--- config.mk ---
export PLATFORM = sky130hd
export DESIGN_NAME = uart_fifo_pair
export DESIGN_NICKNAME = d
export VERILOG_FILES = /design/src/rtl/uart_fifo_pkg.sv /design/src/rtl/uart_fifo_queue.sv /design/src/rtl/uart_fifo_lvl.sv /design/src/rtl/uart_fifo_pair.sv
export SDC_FILE = /design/constraint.sdc
export NUM_CORES = 1
export LEC_CHECK = 0
export BUFFER_PORTS_ARGS = -buffer_cell sky130_fd_sc_hd__buf_4
export CORE_ASPECT_RATIO = 0.9
export CORE_MARGIN = 4
export CORE_UTILIZATION = 60
export DETAILED_ROUTE_END_ITERATION = 6
export PLACE_DENSITY_LB_ADDON = 0.05
export SETUP_SLACK_MARGIN = 0.5
export SLEW_MARGIN = 20
export SYNTH_ARGS = -nofsm -noshare
export SYNTH_HDL_FRONTEND = slang
export SYNTH_SLANG_ARGS = --single-unit
--- constraint.sdc ---
create_clock -name clk -period 7.2 [get_ports clk]
set_input_delay 1.44 -clock clk [delete_from_list [all_inputs] [get_ports clk]]
set_output_delay 1.44 -clock clk [all_outputs]
set_load 0.1 [all_outputs]
--- src/rtl/uart_fifo_pkg.sv ---
package uart_fifo_pkg;

    localparam int DATA_W = 8;
    localparam int ERR_W  = 4;
    localparam int LVL_W  = 3;
    localparam int RX_W   = DATA_W + ERR_W;

    typedef logic [LVL_W-1:0] lvl_t;

    localparam lvl_t LVL_EIGHTH   = 3'd0;
    localparam lvl_t LVL_QUARTER  = 3'd1;
    localparam lvl_t LVL_HALF     = 3'd2;
    localparam lvl_t LVL_3QUARTER = 3'd3;
    localparam lvl_t LVL_7EIGHTH  = 3'd4;

    typedef struct packed {
        logic [ERR_W-1:0]  err;
        logic [DATA_W-1:0] data;
    } rx_entry_t;

    typedef struct packed {
        logic en;
        lvl_t tx_lvl;
        lvl_t rx_lvl;
        logic ovr;
    } ctl_t;

endpackage

--- src/rtl/uart_fifo_queue.sv ---
module uart_fifo_queue #(
    parameter int W     = 8,
    parameter int DEPTH = 16,
    localparam int AW   = $clog2(DEPTH),
    localparam int CW   = $clog2(DEPTH + 1)
) (
    input  logic          clk,
    input  logic          rst_n,
    input  logic          flush,
    input  logic          deep,
    input  logic          push,
    input  logic          pop,
    input  logic [W-1:0]  wdata,
    output logic [W-1:0]  head,
    output logic [CW-1:0] count,
    output logic          empty,
    output logic          full
);

    typedef struct packed {
        logic [DEPTH-1:0][W-1:0] mem;
        logic [AW-1:0]           wp;
        logic [AW-1:0]           rp;
        logic [CW-1:0]           cnt;
    } q_t;

    q_t            s_d, s_q;
    logic [CW-1:0] cap;
    logic          do_push, do_pop;

    // capacity selects holding-register or full-depth behaviour
    assign cap     = deep ? CW'(DEPTH) : CW'(1);
    assign full    = (s_q.cnt >= cap);
    assign empty   = (s_q.cnt == '0);
    assign do_push = push && !full && !flush;
    assign do_pop  = pop && !empty && !flush;

    always_comb begin
        s_d = s_q;
        if (flush) begin
            s_d.wp  = '0;
            s_d.rp  = '0;
            s_d.cnt = '0;
        end else begin
            if (do_push) begin
                s_d.mem[s_q.wp] = wdata;
                s_d.wp          = s_q.wp + AW'(1);
            end
            if (do_pop) begin
                s_d.rp = s_q.rp + AW'(1);
            end
            unique case ({do_push, do_pop})
                2'b10:   s_d.cnt = s_q.cnt + CW'(1);
                2'b01:   s_d.cnt = s_q.cnt - CW'(1);
                default: s_d.cnt = s_q.cnt;
            endcase
        end
    end

    always_ff @(posedge clk) begin
        if (!rst_n) s_q <= '0;
        else        s_q <= s_d;
    end

    assign head  = s_q.mem[s_q.rp];
    assign count = s_q.cnt;

endmodule

--- src/rtl/uart_fifo_lvl.sv ---
module uart_fifo_lvl
    import uart_fifo_pkg::*;
#(
    parameter int DEPTH = 16,
    localparam int CW   = $clog2(DEPTH + 1)
) (
    input  lvl_t          code,
    output logic [CW-1:0] thr
);

    localparam logic [CW-1:0] T_EIGHTH   = CW'(DEPTH / 8);
    localparam logic [CW-1:0] T_QUARTER  = CW'(DEPTH / 4);
    localparam logic [CW-1:0] T_HALF     = CW'(DEPTH / 2);
    localparam logic [CW-1:0] T_3QUARTER = CW'((DEPTH * 3) / 4);
    localparam logic [CW-1:0] T_7EIGHTH  = CW'((DEPTH * 7) / 8);

    always_comb begin
        unique case (code)
            LVL_EIGHTH:   thr = T_EIGHTH;
            LVL_QUARTER:  thr = T_QUARTER;
            LVL_HALF:     thr = T_HALF;
            LVL_3QUARTER: thr = T_3QUARTER;
            LVL_7EIGHTH:  thr = T_7EIGHTH;
            default:      thr = T_HALF;   // reserved codes
        endcase
    end

endmodule

--- src/rtl/uart_fifo_pair.sv ---
module uart_fifo_pair
    import uart_fifo_pkg::*;
#(
    parameter int DEPTH = 16
) (
    input  logic              clk,
    input  logic              rst_n,
    input  logic              cfg_en_wr,
    input  logic              cfg_en,
    input  logic              cfg_lvl_wr,
    input  logic [LVL_W-1:0]  cfg_tx_lvl,
    input  logic [LVL_W-1:0]  cfg_rx_lvl,
    input  logic              bus_wr,
    input  logic [DATA_W-1:0] bus_wdata,
    input  logic              bus_rd,
    output logic [RX_W-1:0]   bus_rdata,
    input  logic              tx_pop,
    output logic [DATA_W-1:0] tx_data,
    input  logic              rx_push,
    input  logic [DATA_W-1:0] rx_data,
    input  logic [ERR_W-1:0]  rx_err,
    input  logic              ovr_clr,
    output logic              tx_empty,
    output logic              tx_full,
    output logic              rx_empty,
    output logic              rx_full,
    output logic              rx_overrun,
    output logic              tx_irq,
    output logic              rx_irq
);

    localparam int CW = $clog2(DEPTH + 1);

    ctl_t            st_d, st_q;
    logic            flush;
    logic            rx_lost;
    logic            fifo_on;
    logic [CW-1:0]   tx_cnt, rx_cnt, tx_thr, rx_thr;
    logic [RX_W-1:0] rx_head;
    rx_entry_t       rx_in;

    assign flush   = cfg_en_wr && (cfg_en != st_q.en);
    assign rx_lost = rx_push && rx_full;
    assign fifo_on = st_q.en;

    always_comb begin
        st_d = st_q;
        if (cfg_en_wr) st_d.en = cfg_en;
        if (cfg_lvl_wr) begin
            st_d.tx_lvl = cfg_tx_lvl;
            st_d.rx_lvl = cfg_rx_lvl;
        end
        if (ovr_clr) st_d.ovr = 1'b0;
        if (rx_lost) st_d.ovr = 1'b1;   // set wins over clear
    end

    always_ff @(posedge clk) begin
        if (!rst_n) begin
            st_q <= '{en: 1'b0, tx_lvl: LVL_HALF, rx_lvl: LVL_HALF, ovr: 1'b0};
        end else begin
            st_q <= st_d;
        end
    end

    uart_fifo_queue #(.W(DATA_W), .DEPTH(DEPTH)) u_txq (
        .clk   (clk),
        .rst_n (rst_n),
        .flush (flush),
        .deep  (st_q.en),
        .push  (bus_wr),
        .pop   (tx_pop),
        .wdata (bus_wdata),
        .head  (tx_data),
        .count (tx_cnt),
        .empty (tx_empty),
        .full  (tx_full)
    );

    assign rx_in = '{err: rx_err, data: rx_data};

    uart_fifo_queue #(.W(RX_W), .DEPTH(DEPTH)) u_rxq (
        .clk   (clk),
        .rst_n (rst_n),
        .flush (flush),
        .deep  (st_q.en),
        .push  (rx_push),
        .pop   (bus_rd),
        .wdata (rx_in),
        .head  (rx_head),
        .count (rx_cnt),
        .empty (rx_empty),
        .full  (rx_full)
    );

    uart_fifo_lvl #(.DEPTH(DEPTH)) u_txlvl (.code(st_q.tx_lvl), .thr(tx_thr));
    uart_fifo_lvl #(.DEPTH(DEPTH)) u_rxlvl (.code(st_q.rx_lvl), .thr(rx_thr));

    assign bus_rdata  = rx_empty ? '0 : rx_head;
    assign rx_overrun = st_q.ovr;
    assign rx_irq     = st_q.en ? (rx_cnt >= rx_thr) : !rx_empty;
    assign tx_irq     = st_q.en ? (tx_cnt <= tx_thr) : tx_empty;

endmodule

* Word-level counts from Yosys, hierarchy flattened
Index checks and enable logic that the tools add are counted.
** Word-level totals
- Logic and storage cells :: 120
- Output and inout port bits :: 27
- Register bits :: 354
- Bits of input ports :: 36
** Operators by class
- Bitwise gates (word level) :: 2
- Add/sub/neg operators :: 8
- Reduce and logical (&&, ||, !) cells :: 27
- Magnitude comparators :: 10
- Equal/unequal tests :: 11
- Mux-type cells :: 20
** Operators by type and width (count)
- 192-bit bitwise mux :: 1
- 128-bit bitwise mux :: 1
- 12-bit binary-select mux with 4-bit select :: 1
- 12-bit demux with 4-bit select :: 1
- 12-bit two-way mux :: 3
- 8-bit binary-select mux with 4-bit select :: 1
- 8-bit demux with 4-bit select :: 1
- 4-bit one-hot mux with 4 select lines :: 2
- 4-bit by 5-bit less-than comparator with 1-bit output, second input constant :: 4
- 5-bit one-hot mux with 2 select lines :: 2
- 4-bit by 1-bit adder with 4-bit output, second input constant :: 4
- 8-bit two-way mux :: 2
- 5-bit >= comparator :: 3
- 1-bit logical AND :: 12
- 5-bit by 1-bit adder with 5-bit output, second input constant :: 2
- 5-bit zero test :: 2
- 5-bit by 1-bit subtractor with 5-bit output, second input constant :: 2
- 4-bit by 1-bit >= comparator with 1-bit output, second input constant :: 2
- 3-bit by 1-bit == test with 1-bit output, second input constant :: 2
- 3-bit by 2-bit == test with 1-bit output, second input constant :: 2
- 3-bit == test, second input constant :: 2
- 3-bit zero test :: 2
- 2-bit nonzero test :: 3
- 5-bit <= comparator :: 1
- 9 further kinds :: 20

* Depth between registers and ports, before layout
- Word-level depth :: 7
- Gate-level depth with buffers :: 13
- Depth with buffers taken out :: 12

* Modules after synthesis
Synthesis repeated with hierarchy kept, for this count alone.
** Second synthesis, totals
- Cells, all modules :: 1600
- Area total of the unflattened synthesis :: 16773.6 um^2
** By module, submodules not included
- uart_fifo_queue (u_rxq) :: seq. area each 4103.9 um^2, area an instance 9474.1 um^2, times used 1, cells an instance 883
- uart_fifo_queue (u_txq) :: seq. area each 2822.7 um^2, area an instance 6543.8 um^2, times used 1, cells an instance 628
- uart_fifo_pair :: seq. area each 160.2 um^2, area an instance 675.6 um^2, times used 1, cells an instance 77
- uart_fifo_lvl :: seq. area each 0.0 um^2, area an instance 40.0 um^2, times used 2, cells an instance 6

* Least setup slack after synthesis
OpenSTA, ideal clock, no wires.
- Path type :: register to output
- From :: register u_txq.s_q, in the netlist u_txq.count[1]
- To :: output tx_irq
- Arrival time :: 3.720 ns
- Buffers on the path :: 0
- Cell stages (with the launch flop) :: 5
- Slack :: 2.040 ns
- Data required time :: 5.760 ns
- Cell sequence :: dfxtp_1 -> or3_1 -> nor3_1 -> nand2_1 -> o31ai_1
** On the way
- Cells in the longest elaborated chain, start to end :: 2
- Elaborated cells between the ends (all ways) :: 3
- Classes of those cells :: 1 x order compare; 1 x mux; 1 x reduce/logical
** Ends and longest elaborated chain
- from (decl) :: RTL line uart_fifo_queue.sv:27 : q_t s_d, s_q;
- from (signal assigned) :: RTL line uart_fifo_queue.sv:61 : if (!rst_n) s_q <= '0;
- from (signal assigned) :: RTL line uart_fifo_queue.sv:62 : else s_q <= s_d;
- 5-bit zero test :: RTL line uart_fifo_queue.sv:34 : assign empty = (s_q.cnt == '0);
- named net tx_empty :: RTL line uart_fifo_pair.sv:23 : output logic tx_empty,
- 1-bit two-way mux :: RTL line uart_fifo_pair.sv:101 : assign tx_irq = st_q.en ? (tx_cnt <= tx_thr) : tx_empty;
- to (decl) :: RTL line uart_fifo_pair.sv:28 : output logic tx_irq,
The timed path passes the listed nets, and every way through them passes these cells.

* Worst setup path in the final report
- From :: register u_rxq.s_q[6] (netlist name)
- To :: output bus_rdata[5]
** On the way
- Cells in the longest elaborated chain, start to end :: 3
** Ends and longest elaborated chain
- from (decl) :: RTL line uart_fifo_queue.sv:27
- from (signal assigned) :: RTL line uart_fifo_queue.sv:61
- from (signal assigned) :: RTL line uart_fifo_queue.sv:62
- 12-bit binary-select mux with 4-bit select :: RTL line uart_fifo_queue.sv:65 : assign head = s_q.mem[s_q.rp];
- 12-bit two-way mux (not written as such) :: RTL line uart_fifo_queue.sv:65
- 12-bit two-way mux :: RTL line uart_fifo_pair.sv:98 : assign bus_rdata = rx_empty ? '0 : rx_head;
- to (decl) :: RTL line uart_fifo_pair.sv:16 : output logic [RX_W-1:0] bus_rdata,
Every way passes these cells. The select of a mux whose other input is x is not followed.

==> results.sh <==
export IMPL_outcome="finished clean"
export IMPL_critPathLaunchType="flop"
export IMPL_synth_area_per_cell_um2=10.5
export IMPL_drt_wl_total_um=38400
export IMPL_grt_use_total_pct=25.1
export IMPL_synth_main_ff_cell="dfxtp_1"
export IMPL_clock_sink_count=354
export IMPL_fin_crit_sh_pct=66.2
export IMPL_htree_levels=2
export IMPL_drtPass1Iterations=5
export IMPL_syn_area_um2=16600
export IMPL_routedWlPerCell_um=19.7
export IMPL_crit_type="flop to output pin"
export IMPL_hold_violations=0
export IMPL_final_util_pct=67.3
export IMPL_cts_hold_buf=0
export IMPL_die_width_um=183
export IMPL_path_max_fanout=38
export IMPL_gp_congestion=0.769
export IMPL_clk_pin_slew_ns=0.06
export IMPL_root_buffer="clkbuf_16"
export IMPL_grt_max_degree=173
export IMPL_p_per_area_nw_per_um2=270
export IMPL_async_flop_share_pct=0
export IMPL_cts_made_buffers=37
export IMPL_fillers=2135
export IMPL_antenna_found_initial=0
export IMPL_area_growth_pct=10.0
export IMPL_drt_vias_per_instance=5.88
export IMPL_grt_pass1_wl_um=62600
export IMPL_drc=0
export IMPL_grt_pass1_vias=11600
export IMPL_synth_compound_area_share_pct=3.54
export IMPL_initial_core_util_pct=61.2
export IMPL_leakage_nw=8.67
export IMPL_nets=1633
export IMPL_cts_buffer_depth=3
export IMPL_io_pins=63
export IMPL_synthMuxAreaShare_pct=32.7
export IMPL_cp_arrival_ns=3.33
export IMPL_synthXorXnorAreaFrac_pct=0.361
export IMPL_rsz0062_at_grt="no"
export IMPL_yosys_top_cells_area="dfxtp_1 (43%), mux2i_1 (21%), mux4_2 (11%), nand2_1 (8.5%), ha_1 (2.1%)"
export IMPL_cts_setup_buffers=0
export IMPL_die_area_um2=30400
export IMPL_synth_nets=1643
export IMPL_max_cap_violations=0
export IMPL_worst_pin_slew_ns=0.928
export IMPL_yosysTopAreaCellShare_pct=42.6
export IMPL_clock_skew_final_ns=0.0189
export IMPL_insertion_delay_ns=0.53
export IMPL_grt_overflow_total=0
export IMPL_end_kind="output pin"
export IMPL_setup_tns_ns=0
export IMPL_setup_violations=0
export IMPL_yosysSeqAreaShare_pct=42.6
export IMPL_drt_antenna_violating_nets=0
export IMPL_cts_resized=0
export IMPL_max_freq_ghz=0.210
export IMPL_synth_simple_area_share_pct=14.0
export IMPL_rows=57
export IMPL_layout_drive_gt1_share_pct=16.6
export IMPL_hpwlAfterDp_um=23500
export IMPL_synth_edff_count=0
export IMPL_p_total_mw=4.93
export IMPL_vias=11500
export IMPL_yosysMostFrequentCell="nand2_1"
export IMPL_coreArea_um2=27200
export IMPL_synth_fa_ha_area_share_pct=2.35
export IMPL_fin_crit_ns=4.77
export IMPL_n_antenna_cell=0
export IMPL_hold_path_class="flop to flop"
export IMPL_die_y_um=166
export IMPL_yosysWarnings=0
export IMPL_drt_iter0_markers=914
export IMPL_synth_area_leader_cell="dfxtp_1"
export IMPL_ys_ff_latch=354
export IMPL_max_slew_margin_pct=38.0
export IMPL_netlist_instances=1577
export IMPL_synth_top_family_by_area="multiplexers"
export IMPL_cts_tree="yes"
export IMPL_netlist_top_cells_count="nand2_1 (378), dfxtp_1 (354), mux2i_1 (350)"
export IMPL_drv_slew=0
export IMPL_ys_types=53
export IMPL_peakVddDrop_mv=0.231
export IMPL_required_ns=5.76
export IMPL_port_buffers=62
## final timing paths
path | slack (ns) | startpoint | to | depth (start not counted)
max | 2.43 | u_rxq.s_q[6] | bus_rdata[5] | 6
max reg2reg | 3.48 | fifo_on | u_rxq.count[3] | 11
min reg2reg | 0.46 | u_txq.s_q[102] | u_txq.s_q[102] | 2
min | 0.46 | u_txq.s_q[102] | u_txq.s_q[102] | 2
## report_power, final
part | switching [mW] | leakage [nW] | internal [mW] | total, mW
Combinational | 0.629 | 5.17 | 0.248 | 0.877
Sequential | 0.0330 | 2.86 | 2.00 | 2.03
Clock | 0.790 | 0.637 | 1.24 | 2.03
## worst max-delay path, stage by stage, from the launching register on
cell	delay (ns)
dfxtp_2	0.59
buf_4	0.65
mux4_2	0.59
mux2_2	0.27
o21ai_0	0.27
a21oi_1	0.13
buf_4	0.29
## layer usage
metal / routed length (um) / up-vias / global-route usage [%]
met5: 0 / - / 0
met4: 597 / 0 / 5.47
met3: 1860 / 53 / 3.64
met2: 17400 / 236 / 38.8
met1: 18500 / 5694 / 37.7
li1: - / 5472 / -
## metrics by stage
step	hold slack (ns)	instances	cell area (um2)	setup WS, ns
after floorplan	0.435	1577	16600	2.04
after global placement	0.442	1882	17000	2.99
after detailed placement	0.450	1882	17000	2.99
after CTS	0.460	1947	18300	2.41
after global routing	0.475	1947	18300	2.26
final	0.455	1947	18300	2.43
## cell usage in the layout (no fill, tap or decap), types with 5 or more instances in the layout
| cell | count |
|---|---|
| nand2_1 | 378 |
| nand4_1 | 5 |
| clkbuf_8 | 10 |
| nand3_2 | 15 |
| inv_1 | 22 |
| mux4_2 | 80 |
| nand4b_1 | 6 |
| a22oi_1 | 18 |
| nor2_1 | 57 |
| buf_4 | 70 |
| mux2i_1 | 350 |
| clkbuf_1 | 6 |
| o21ai_0 | 17 |
| a21o_1 | 6 |
| ha_1 | 28 |
| xor2_1 | 5 |
| nand3_4 | 9 |
| nor2b_1 | 11 |
| mux2_2 | 12 |
| clkbuf_16 | 39 |
| nand2b_1 | 9 |
| a21oi_1 | 28 |
| dfxtp_1 | 350 |
## flip-flops by register name, summed over array words and instances (netlist names)
| register | flops |
|---|---|
| u_txq.s_q | 136 |
| u_rxq.count | 5 |
| u_txq.count | 5 |
| rx_overrun | 1 |
| st_q | 6 |
| u_rxq.s_q | 200 |
| fifo_on | 1 |
## kinds of logic after synthesis
family | Yosys count
buffers and inverters | 144
and+or+nand+nor | 511
muxes | 442
AOI/OAI and AO/OA | 90
xor gates and xnor gates | 6
adders and majority gates | 30
DFF | 354
## cell type report
cell class / count / area, um2 / share of cell area, %
inverters: 23 / 86.3 / 0.472
multi-input cells: 1079 / 8810 / 48.2
well taps: 354 / 443 / 2.42
clock inverters: 10 / 160 / 0.876
repair buffers: 72 / 561 / 3.06
clock buffers: 55 / 1140 / 6.21
flip-flops and latches: 354 / 7090 / 38.8
(Power assumes the default switching activity.)
